File: src/rtl/evmon_pkg.sv
package evmon_pkg;
  localparam int CYC_BIT = 31;

  typedef enum logic [3:0] {
    RA_CTRL   = 4'd0,
    RA_ENSET  = 4'd1,
    RA_ENCLR  = 4'd2,
    RA_INTSET = 4'd3,
    RA_FLAGS  = 4'd4,
    RA_SEL    = 4'd5,
    RA_EVCODE = 4'd6,
    RA_EVCNT  = 4'd7,
    RA_CYCCNT = 4'd8
  } reg_addr_e;

  localparam int CTRL_EN_BIT  = 0;
  localparam int CTRL_CLR_EV  = 1;
  localparam int CTRL_CLR_CYC = 2;
endpackage

File: src/rtl/evmon_ctr.sv
module evmon_ctr #(
  parameter int CW = 32
) (
  input  logic          clk,
  input  logic          rst_n,
  input  logic          clr,
  input  logic          load,
  input  logic [CW-1:0] load_val,
  input  logic          inc,
  output logic [CW-1:0] value,
  output logic          wrap
);
  always_ff @(posedge clk) begin
    if (!rst_n)    value <= '0;
    else if (clr)  value <= '0;
    else if (load) value <= load_val;
    else if (inc)  value <= value + 1'b1;
  end

  // Wrap only on a true increment out of all-ones.
  assign wrap = inc && !clr && !load && (&value);
endmodule

File: src/rtl/evmon_evmux.sv
module evmon_evmux #(
  parameter int CODE_W = 8,
  localparam int LINES = 1 << CODE_W
) (
  input  logic [LINES-1:0]  bus,
  input  logic [CODE_W-1:0] code,
  output logic              hit
);
  assign hit = bus[code];
endmodule

File: src/rtl/evmon_top.sv
module evmon_top
  import evmon_pkg::*;
#(
  parameter int NEV    = 4,
  parameter int CW     = 32,
  parameter int CODE_W = 8,
  parameter int AW     = 4,
  parameter int DW     = 32
) (
  input  logic                   clk,
  input  logic                   rst_n,
  input  logic                   reg_wr,
  input  logic [AW-1:0]          reg_addr,
  input  logic [DW-1:0]          reg_wdata,
  output logic [DW-1:0]          reg_rdata,
  input  logic [(1<<CODE_W)-1:0] evt_bus,
  output logic                   irq
);
  localparam int SELW  = (NEV > 1) ? $clog2(NEV) : 1;
  localparam int LINES = 1 << CODE_W;

  logic                en_g;
  logic [NEV-1:0]      en_ev, ie_ev, fl_ev, hit, wrap_ev;
  logic                en_cy, ie_cy, fl_cy, wrap_cy;
  logic [SELW-1:0]     sel;
  logic [CODE_W-1:0]   code [NEV];
  logic [CW-1:0]       cnt  [NEV];
  logic [CW-1:0]       cyc_val;
  logic [DW-1:0]       en_rd, ie_rd, fl_rd;

  function automatic logic [DW-1:0] pack_mask(input logic [NEV-1:0] ev, input logic cy);
    logic [DW-1:0] r;
    r = '0;
    r[NEV-1:0] = ev;
    r[CYC_BIT] = cy;
    return r;
  endfunction

  logic wr_ctrl, wr_enset, wr_enclr, wr_intset, wr_flags, wr_sel, wr_code, wr_evcnt, wr_cyc;
  always_comb begin
    wr_ctrl   = reg_wr && (reg_addr == AW'(RA_CTRL));
    wr_enset  = reg_wr && (reg_addr == AW'(RA_ENSET));
    wr_enclr  = reg_wr && (reg_addr == AW'(RA_ENCLR));
    wr_intset = reg_wr && (reg_addr == AW'(RA_INTSET));
    wr_flags  = reg_wr && (reg_addr == AW'(RA_FLAGS));
    wr_sel    = reg_wr && (reg_addr == AW'(RA_SEL));
    wr_code   = reg_wr && (reg_addr == AW'(RA_EVCODE));
    wr_evcnt  = reg_wr && (reg_addr == AW'(RA_EVCNT));
    wr_cyc    = reg_wr && (reg_addr == AW'(RA_CYCCNT));
  end

  // Control, enables and select
  always_ff @(posedge clk) begin
    if (!rst_n) begin
      en_g  <= 1'b0;
      en_ev <= '0;
      en_cy <= 1'b0;
      ie_ev <= '0;
      ie_cy <= 1'b0;
      sel   <= '0;
    end else begin
      if (wr_ctrl) en_g <= reg_wdata[CTRL_EN_BIT];
      if (wr_enset) begin
        en_ev <= en_ev | reg_wdata[NEV-1:0];
        en_cy <= en_cy | reg_wdata[CYC_BIT];
      end else if (wr_enclr) begin
        en_ev <= en_ev & ~reg_wdata[NEV-1:0];
        en_cy <= en_cy & ~reg_wdata[CYC_BIT];
      end
      if (wr_intset) begin
        ie_ev <= ie_ev | reg_wdata[NEV-1:0];
        ie_cy <= ie_cy | reg_wdata[CYC_BIT];
      end
      if (wr_sel) sel <= reg_wdata[SELW-1:0];
    end
  end

  // Overflow flags: a new wrap wins over a clear in the same cycle
  always_ff @(posedge clk) begin
    if (!rst_n) begin
      fl_ev <= '0;
      fl_cy <= 1'b0;
    end else begin
      fl_ev <= (fl_ev & ~(wr_flags ? reg_wdata[NEV-1:0] : '0)) | wrap_ev;
      fl_cy <= (fl_cy & ~(wr_flags & reg_wdata[CYC_BIT])) | wrap_cy;
    end
  end

  // Event counter slices
  for (genvar i = 0; i < NEV; i++) begin : g_ev
    always_ff @(posedge clk) begin
      if (!rst_n)                              code[i] <= '0;
      else if (wr_code && sel == SELW'(i))     code[i] <= reg_wdata[CODE_W-1:0];
    end

    evmon_evmux #(.CODE_W(CODE_W)) u_mux (
      .bus  (evt_bus),
      .code (code[i]),
      .hit  (hit[i])
    );

    evmon_ctr #(.CW(CW)) u_ctr (
      .clk      (clk),
      .rst_n    (rst_n),
      .clr      (wr_ctrl && reg_wdata[CTRL_CLR_EV]),
      .load     (wr_evcnt && sel == SELW'(i)),
      .load_val (reg_wdata[CW-1:0]),
      .inc      (en_g && en_ev[i] && hit[i]),
      .value    (cnt[i]),
      .wrap     (wrap_ev[i])
    );
  end

  evmon_ctr #(.CW(CW)) u_cyc (
    .clk      (clk),
    .rst_n    (rst_n),
    .clr      (wr_ctrl && reg_wdata[CTRL_CLR_CYC]),
    .load     (wr_cyc),
    .load_val (reg_wdata[CW-1:0]),
    .inc      (en_g && en_cy),
    .value    (cyc_val),
    .wrap     (wrap_cy)
  );

  assign en_rd = pack_mask(en_ev, en_cy);
  assign ie_rd = pack_mask(ie_ev, ie_cy);
  assign fl_rd = pack_mask(fl_ev, fl_cy);

  always_comb begin
    reg_rdata = '0;
    case (reg_addr)
      AW'(RA_CTRL):   reg_rdata[CTRL_EN_BIT] = en_g;
      AW'(RA_ENSET),
      AW'(RA_ENCLR):  reg_rdata = en_rd;
      AW'(RA_INTSET): reg_rdata = ie_rd;
      AW'(RA_FLAGS):  reg_rdata = fl_rd;
      AW'(RA_SEL):    reg_rdata[SELW-1:0] = sel;
      AW'(RA_EVCODE): reg_rdata[CODE_W-1:0] = code[sel];
      AW'(RA_EVCNT):  reg_rdata[CW-1:0] = cnt[sel];
      AW'(RA_CYCCNT): reg_rdata[CW-1:0] = cyc_val;
      default:        reg_rdata = '0;
    endcase
  end

  assign irq = |(fl_rd & ie_rd);

  logic unused_lines;
  assign unused_lines = (LINES == 0);
endmodule

File: config.mk
export PLATFORM = sky130hd
export DESIGN_NAME = evmon_top
export DESIGN_NICKNAME = d
export VERILOG_FILES = /design/src/rtl/evmon_pkg.sv /design/src/rtl/evmon_ctr.sv /design/src/rtl/evmon_evmux.sv /design/src/rtl/evmon_top.sv
export SDC_FILE = /design/constraint.sdc
export NUM_CORES = 1
export LEC_CHECK = 0
export BUFFER_PORTS_ARGS = -buffer_cell sky130_fd_sc_hd__buf_4
export CAP_MARGIN = 25
export CORE_UTILIZATION = 59
export CTS_CLUSTER_DIAMETER = 120
export DETAILED_ROUTE_END_ITERATION = 10
export PLACE_DENSITY_LB_ADDON = 0.05
export SLEW_MARGIN = 30
export SYNTH_ARGS = -nofsm -noshare
export SYNTH_HDL_FRONTEND = slang
export SYNTH_SLANG_ARGS = --single-unit
File: constraint.sdc
create_clock -name clk -period 3.77 [get_ports clk]
set_input_delay 0.754 -clock clk [delete_from_list [all_inputs] [get_ports clk]]
set_output_delay 0.754 -clock clk [all_outputs]
set_load 0.01 [all_outputs]
==> results of run 1 <==
==> cell families after synthesis <==
| group | share of synthesized area |
|---|---|
| AND/OR/NAND/NOR | 0.174 |
| AO/OA/AOI/OAI | 0.132 |
| multiplexers | 0.354 |
| flip-flops | 0.217 |
| buffers and inverters | 0.0585 |
| XOR/XNOR | 0.0623 |
| adder cells (fa/ha/maj) | 0.00297 |
==> how the worst max path moves through the flow <==
stage | startpoint | endpoint | cells past startpoint | slack (ps)
after floorplan | reg_addr[2] | code[0][0] | 5 | 460
after global placement | code[1][0] | g_ev[1].u_ctr.value[30] | 13 | -20
after detailed placement | code[1][0] | g_ev[1].u_ctr.value[20] | 15 | -130
after CTS | code[2][0] | g_ev[2].u_ctr.value[23] | 12 | 130
after global routing | code[1][0] | g_ev[1].u_ctr.value[10] | 14 | -3
final | code[2][2] | g_ev[2].u_ctr.value[23] | 12 | 80
==> synthesized netlist by cell type (21+ instances only) <==
| master | n |
|---|---|
| xnor2_1 | 63 |
| mux2i_1 | 95 |
| clkbuf_1 | 86 |
| a21oi_1 | 88 |
| buf_4 | 22 |
| dfxtp_1 | 180 |
| nand3_1 | 84 |
| a31oi_1 | 21 |
| edfxtp_1 | 32 |
| and2_1 | 51 |
| mux4_2 | 257 |
| nor3_1 | 31 |
| buf_6 | 22 |
| a211oi_1 | 42 |
| a22oi_1 | 38 |
| mux2_2 | 22 |
| nor2_1 | 123 |
| and3_1 | 32 |
| nor2b_1 | 49 |
| nand4_1 | 47 |
| inv_1 | 29 |
| o21ai_0 | 128 |
| a22o_1 | 32 |
| nand2_1 | 194 |
| buf_2 | 24 |
| xor2_1 | 87 |
==> per-layer routing <==
layer  vias to the layer above  part of all wire  wire length (µm)  GRT usage
met5                         -           0.00049                44          0
met4                         6             0.060              5450      0.214
met3                       457              0.18             15900      0.194
met2                      2171              0.42             37700      0.724
met1                     10500              0.35             31500      0.643
li1                       8866                 -                 -          -
==> registers in the layout (all words and copies together) (netlist names), named ones only <==
register / flops
fl_ev: 4
en_g: 1
code: 32
ie_cy: 1
fl_cy: 1
sel: 2
ie_ev: 4
g_ev.u_ctr.value: 128
u_cyc.value: 32
==> what timing repair did <==
action,in CTS,in global routing
setup endpoints to repair,29,21
gates cloned,0,0
gates resized for setup,2,5
endpoints found under the hold margin,0,0
hold buffers,0,0
pin swaps,0,1
==> report_power, final <==
| group | internal [mW] | switching, mW |
|---|---|---|
| combinational | 0.768 | 0.811 |
| sequential | 2.32 | 0.0570 |
| clock | 1.33 | 0.982 |
==> layout make-up <==
type                            instances  area [µm²]
Clock buffer                           32         639
Inverter                               29         109
Sequential cell                       212        4570
Antenna cell                            3        7.51
Fill cell                            2616        9840
Multi-Input combinational cell       1689       15300
Timing Repair Buffer                  461        3730
Clock inverter                         10         114
Tap cell                              455         569
==> stage by stage <==
step | worst slack, ps | TNS, ps | hold slack (ps) | power (mW)
global route | -2.87 | -2.87 | 488 | 6.40
finish | 81.9 | 0 | 467 | 6.27
CTS | 132 | 0 | 467 | 6.18
floorplan | 458 | 0 | 455 | 3.21
detailed placement | -125 | -1800 | 507 | 3.93
global placement | -24.5 | -24.5 | 506 | 3.91
==> worst register-to-register path: stages (launching register included) <==
cell      delay (ps)
edfxtp_1         570
nor2b_1          660
buf_4            260
a22oi_1           80
a311oi_1         410
o311ai_2         160
a21oi_1          370
nor3_4            90
nand3_1          340
buf_4            260
nor3_1            80
xnor2_1          170
a21oi_1           90
==> impl_results.rst, run 1 <==
.. list-table::
   :header-rows: 1

   * - Metric
     - Value
   * - Buffers on Ports
     - about 330
   * - Maximum fanout along the worst path
     - 7
   * - Most frequently used flop master after synthesis
     - dfxtp_1
   * - TritonCTS clock tree
     - done
   * - Cell chosen for the clock root
     - clkbuf_16
   * - Routed wire length
     - 90,500 µm
   * - R2R cell count
     - 12
   * - Most frequent cells in the layout
     - buf_4 (439), mux4_2 (257), nand2_1 (193)
   * - Residual DRC count
     - 0
   * - Largest area contributor in the synthesized netlist
     - mux4_2
   * - Floorplan Core Area
     - 34,900 µm²
   * - Most common cell after layout, fill and taps aside
     - buf_4
   * - Mapped Cells
     - 2,111
   * - Number of design-rule violations left by the first detailed-router iteration
     - 3,241
   * - Setup Crit Path Kind
     - flop to flop
   * - Post-synth net total
     - 2,411
   * - Final cell utilization of the core
     - 0.718
   * - Sequential element share of the synthesized area
     - 0.217
   * - Overall fraction of global-route tracks in use
     - 0.494
   * - CP Data Arrival Time
     - around 4100 ps
   * - Number of synthesized flops with an enable pin
     - 32
   * - Pwr per Cell Area
     - 250 nW/µm²
   * - FP Rows
     - 68
   * - Worst r2r dst
     - g_ev[2].u_ctr.value[23]
   * - Required @ worst endpoint
     - 4170 ps
   * - HPWL after detailed placement
     - between 60,000 and 70,000 µm
   * - Hold Crit Class
     - input port to flop
   * - Chip Height
     - around 190 µm
   * - First-pass GRT wire length
     - 134,000 µm
   * - Worst Hold Endpoint
     - g_ev[0].u_ctr.value[16]
   * - Highest attainable clock frequency
     - approximately 270 MHz
   * - Top cells by area, synth
     - mux4_2 (27%), dfxtp_1 (17%), edfxtp_1 (4.6%)
   * - Sum of overflow across all layers after global routing
     - 0
   * - Gpl congestion
     - about 1.1
   * - Post-route cell area
     - 25,000 µm²
   * - Rel. slew slack
     - 0.368
   * - Shortest clock period the worst path allows after layout
     - 3690 ps
   * - Top-Level Pins
     - 328
   * - Minimum setup slack among reg-to-reg paths
     - 80 ps
   * - Instance area after placement
     - 24,300 µm²
   * - Fin. max-slew vios
     - 0
   * - Post-route insts no fill
     - around 2.9k
   * - Worst path cell trace
     - nor2b_1, buf_4, a22oi_1, a311oi_1, o311ai_2, a21oi_1, nor3_4, nand3_1, buf_4, nor3_1, xnor2_1, a21oi_1
   * - Post-DRT Antenna Nets
     - 0
   * - Clock tree sinks
     - 212
   * - Register clock-pin slew on the reported worst setup and hold paths
     - roughly 60 ps
   * - Initial DRT Pass Iterations
     - 9
   * - Reg-to-Reg Start
     - code[2][2]
   * - Maximum resistive drop on vdd
     - around 0.35 mV
   * - Cell class contributing the biggest share of worst-path delay
     - simple AND/OR/NAND/NOR gates
   * - Static leakage power
     - ~8.9 nW
   * - Hold-critical path depth
     - 3
   * - Category of the worst setup path capture point
     - flop
   * - Cell area after synthesis
     - 21,100 µm²
   * - Number of max-capacitance violations reported
     - 0
   * - Final Hold Vio Count
     - 0
   * - Result of the run
     - finished, final reports clean
   * - Unique cell type count in the Yosys netlist
     - 90
   * - Hold Path Origin
     - reg_wdata[16]
   * - Final setup skew
     - about 23 ps
   * - Portion of synthesized cell area occupied by the leading cell type
     - 0.275
   * - Ratio of routed vias to standard cells
     - around 7.6
   * - Initial core utilization
     - 0.604
   * - Die width
     - around 190 µm
   * - Number of global-route vias before repair
     - approximately 21k
   * - Maximum number of pins on one net before global-route repair
     - between 40 and 50
   * - Register bit total from synthesis
     - 212
   * - Share of final-layout standard cells stronger than drive strength 1
     - 0.334
   * - Count of synthesis-stage warnings from yosys
     - 0
   * - Final Cycle Share
     - 0.978
   * - Average cell area after synthesis
     - 9.98 µm²
   * - Synth async-reset ratio
     - 0
   * - Level count of the clock H-tree
     - 1
   * - Placed Instances
     - 2,846
   * - Total setup violations reported at the end of the flow
     - 0
   * - Routed length per instance
     - roughly 31 µm
   * - Setup crit start kind
     - flop
   * - Number of clock buffers inserted by TritonCTS
     - 23
   * - Antenna violations before repair
     - 5
   * - Bufs and invs on worst path
     - 2
   * - Maximum clock insertion buffer count
     - 3
   * - Area enclosed by the die boundary
     - about 36,000 µm²
   * - Final layout net count
     - about 2.7k
   * - Slowest-stage cell, CP
     - nor2b_1
   * - Vias
     - roughly 22k
   * - Measured slew at the worst slew-check pin
     - about 940 ps
   * - Post-CTS setup buffer count
     - 0
   * - Area added between synthesis and finish
     - 18.8%
   * - Clock Latency Late Sink
     - ~540 ps
   * - Delay of the slowest cell on the worst path
     - about 660 ps
No activity file was read; power rests on OpenSTA's default activity.
==> inputs of run 2 (changes only) <==
Settings changed: CELL_PAD_IN_SITES_DETAIL_PLACEMENT set to 0, CELL_PAD_IN_SITES_GLOBAL_PLACEMENT set to 1, CORE_UTILIZATION 59 to 46.
==> impl_results.rst, run 2 (synthesis results as in run 1) <==
.. list-table::
   :header-rows: 1

   * - Metric
     - Value
   * - Placed Instances
     - 2,993 (was 2,846)
   * - Result of the run
     - finished, final reports clean (unchanged)
   * - Most frequent cells in the layout
     - buf_4 (441), mux4_2 (257), nand2_1 (193) (was buf_4 (439), mux4_2 (257), nand2_1 (193))
   * - Clock Latency Late Sink
     - 540 ps (about the same)
   * - Maximum number of pins on one net before global-route repair
     - 39 (was 47)
   * - Reg-to-Reg Start
     - code[3][0] (was code[2][2])
   * - FP Rows
     - 78 (was 68)
   * - Hold buffers post-CTS
     - 0 (unchanged)
   * - Highest attainable clock frequency
     - 275 MHz (was 271 MHz)
   * - Die width
     - 216 µm (was 191 µm)
   * - TritonCTS clock tree
     - done (unchanged)
   * - Post-DRT Antenna Nets
     - 0 (unchanged)
   * - Fin. max-slew vios
     - 0 (unchanged)
   * - Post-route insts no fill
     - 3,035 (was 2,891)
   * - First-pass GRT wire length
     - 133,000 µm (was 134,000 µm)
   * - Area enclosed by the die boundary
     - 46,700 µm² (was 36,500 µm²)
   * - HPWL after detailed placement
     - 68,400 µm (was 69,800 µm)
   * - Largest register FFs
     - 128 (unchanged)
   * - Initial DRT Pass Iterations
     - 8 (was 9)
   * - Number of max-capacitance violations reported
     - 0 (unchanged)
   * - CP Data Arrival Time
     - 4050 ps (was 4090 ps)
   * - Shortest clock period the worst path allows after layout
     - 3630 ps (was 3690 ps)
   * - Number of global-route vias before repair
     - 20.0k (was 20.9k)
   * - Setup crit start kind
     - flop (unchanged)
   * - Gpl congestion
     - 1.01 (was 1.08)
   * - Vias
     - 20.6k (was 22.0k)
   * - Maximum resistive drop on vdd
     - 0.353 mV (was 0.346 mV)
   * - Area added between synthesis and finish
     - 20.3% (was 18.8%)
   * - Rel. slew slack
     - 0.375 (was 0.368)
   * - Most common cell after layout, fill and taps aside
     - buf_4 (unchanged)
   * - Sum of overflow across all layers after global routing
     - 0 (unchanged)
   * - Residual DRC count
     - 0 (unchanged)
   * - Static leakage power
     - 8.96 nW (was 8.92 nW)
   * - Maximum fanout along the worst path
     - 23 (was 7)
   * - Number of design-rule violations left by the first detailed-router iteration
     - 2,431 (was 3,241)
   * - Worst Hold Endpoint
     - g_ev[3].u_ctr.value[17] (was g_ev[0].u_ctr.value[16])
   * - Worst setup slack after layout
     - 136 ps (was 81.9 ps)
   * - Required @ worst endpoint
     - 4180 ps (was 4170 ps)
   * - Register clock-pin slew on the reported worst setup and hold paths
     - 70 ps (was 60 ps)
   * - Minimum setup slack among reg-to-reg paths
     - 140 ps (was 80 ps)
   * - Antenna violations before repair
     - 1 (was 5)
   * - Share of final-layout standard cells stronger than drive strength 1
     - 0.335 (was 0.334)
   * - Pre-CTS worst setup slack
     - -18.8 ps (was -125 ps)
   * - Level count of the clock H-tree
     - 1 (unchanged)
   * - Total Power Consumption
     - 6.55 mW (was 6.27 mW)
   * - Buffers on Ports
     - 327 (unchanged)
   * - Final setup skew
     - 15.4 ps (was 23.4 ps)
   * - Chip Height
     - 216 µm (was 191 µm)
   * - Total setup violations reported at the end of the flow
     - 0 (unchanged)
   * - R2R cell count
     - 15 (was 12)
   * - Final Hold Vio Count
     - 0 (unchanged)
   * - Hold Path Origin
     - reg_wdata[17] (was reg_wdata[16])
   * - Cell chosen for the clock root
     - clkbuf_16 (unchanged)
   * - Maximum clock insertion buffer count
     - 3 (unchanged)
   * - Initial core utilization
     - 0.465 (was 0.604)
   * - Pwr per Cell Area
     - 258 nW/µm² (was 250 nW/µm²)
   * - Floorplan Core Area
     - 45,300 µm² (was 34,900 µm²)
   * - Overall fraction of global-route tracks in use
     - 0.380 (was 0.494)
   * - Ratio of routed vias to standard cells
     - 6.78 (was 7.61)
   * - Routed length per instance
     - 29.5 µm (was 31.3 µm)
   * - Final Cycle Share
     - 0.964 (was 0.978)
   * - Largest registers
     - g_ev.u_ctr.value (128), code (32), u_cyc.value (32) (unchanged)
   * - Setup Crit Path Kind
     - flop to flop (unchanged)
   * - Worst r2r dst
     - g_ev[3].u_ctr.value[31] (was g_ev[2].u_ctr.value[23])
   * - Clock tree sinks
     - 212 (unchanged)
   * - Hold Crit Class
     - input port to flop (unchanged)
   * - Number of clock buffers inserted by TritonCTS
     - 22 (was 23)
   * - Fill count
     - 4,048 (was 2,616)
   * - Most flops, register
     - g_ev.u_ctr.value (unchanged)
   * - Post-route cell area
     - 25,400 µm² (was 25,000 µm²)
   * - Top-Level Pins
     - 328 (unchanged)
   * - Measured slew at the worst slew-check pin
     - 934 ps (was 944 ps)
   * - Hold-critical path depth
     - 3 (unchanged)
   * - Instance area after placement
     - 24,500 µm² (was 24,300 µm²)
   * - Routed wire length
     - 89,700 µm (was 90,500 µm)
   * - Final layout net count
     - 2,717 (was 2,716)
   * - Category of the worst setup path capture point
     - flop (unchanged)
## run 2: changes by cell type in the layout (fill, tap and decap cells not counted), moves of 2 or more
cell,previous run,this run
clkbuf_8,3,0
clkinvlp_4,0,4
clkbuf_1,6,0
clkinv_2,6,2
buf_4,439,441
bufinv_16,2,7
## run 2: area by class of cell
cell class / instances / area [µm²] / area share
diodes: 2 / 5.00 / 0.000197
inverters: 29 / 109 / 0.00429
clock inverters: 17 / 279 / 0.0110
repair buffers: 463 / 3750 / 0.148
well taps: 600 / 751 / 0.0296
flip-flops and latches: 212 / 4570 / 0.180
clock buffers: 23 / 576 / 0.0227
multi-input cells: 1689 / 15300 / 0.604
## run 2: stage by stage
stage | hold slack (ps) | TNS, ps | utilization
finish | 473 | 0 | 0.560
global route | 477 | -6.27 | 0.560
CTS | 460 | 0 | 0.559
detailed placement | 514 | -23.5 | 0.540
global placement | 498 | 0 | 0.540
floorplan | 455 | 0 | -
## run 2: layer usage
metal	global-route usage	vias up	wire length, µm
met2	0.617	1321	42600
met3	0.0623	235	8220
met5	0	-	0
li1	-	8867	-
met1	0.491	10200	34100
met4	0.187	0	4700
## run 2: power breakdown
group	leakage (nW)	internal (mW)	switching, mW	total [mW]
clock network	0.401	1.60	1.02	2.61
logic	6.78	0.767	0.796	1.56
registers	1.79	2.32	0.0484	2.37
## run 2: critical path: stages (launching register included)
cell	delay, ps
edfxtp_1	420
buf_12	190
buf_12	180
or2b_2	380
a211oi_1	290
a2111oi_2	100
nor4b_1	590
a32oi_1	200
buf_4	200
o2111ai_4	150
buf_12	160
buf_4	160
nor4_4	70
nand4_1	140
xor2_1	170
a21oi_1	80
## run 2: how the worst max path moves through the flow
stage	from	endpoint	slack [ps]	cells past startpoint
5_1_grt	code[3][0]	g_ev[3].u_ctr.value[31]	-6	14
6_report	code[3][0]	g_ev[3].u_ctr.value[31]	140	15
3_3_place_gp	evt_bus[147]	fl_ev[3]	10	14
3_5_place_dp	evt_bus[147]	g_ev[3].u_ctr.value[31]	-20	14
4_1_cts	code[3][0]	g_ev[3].u_ctr.value[31]	80	15
2_1_floorplan	reg_addr[2]	code[0][0]	460	5
## run 2: timing repair
| action | in CTS | in global routing |
|---|---|---|
| setup buffers | 0 | 0 |
| endpoints found under the setup margin | 2 | 7 |
| resized for setup | 1 | 5 |
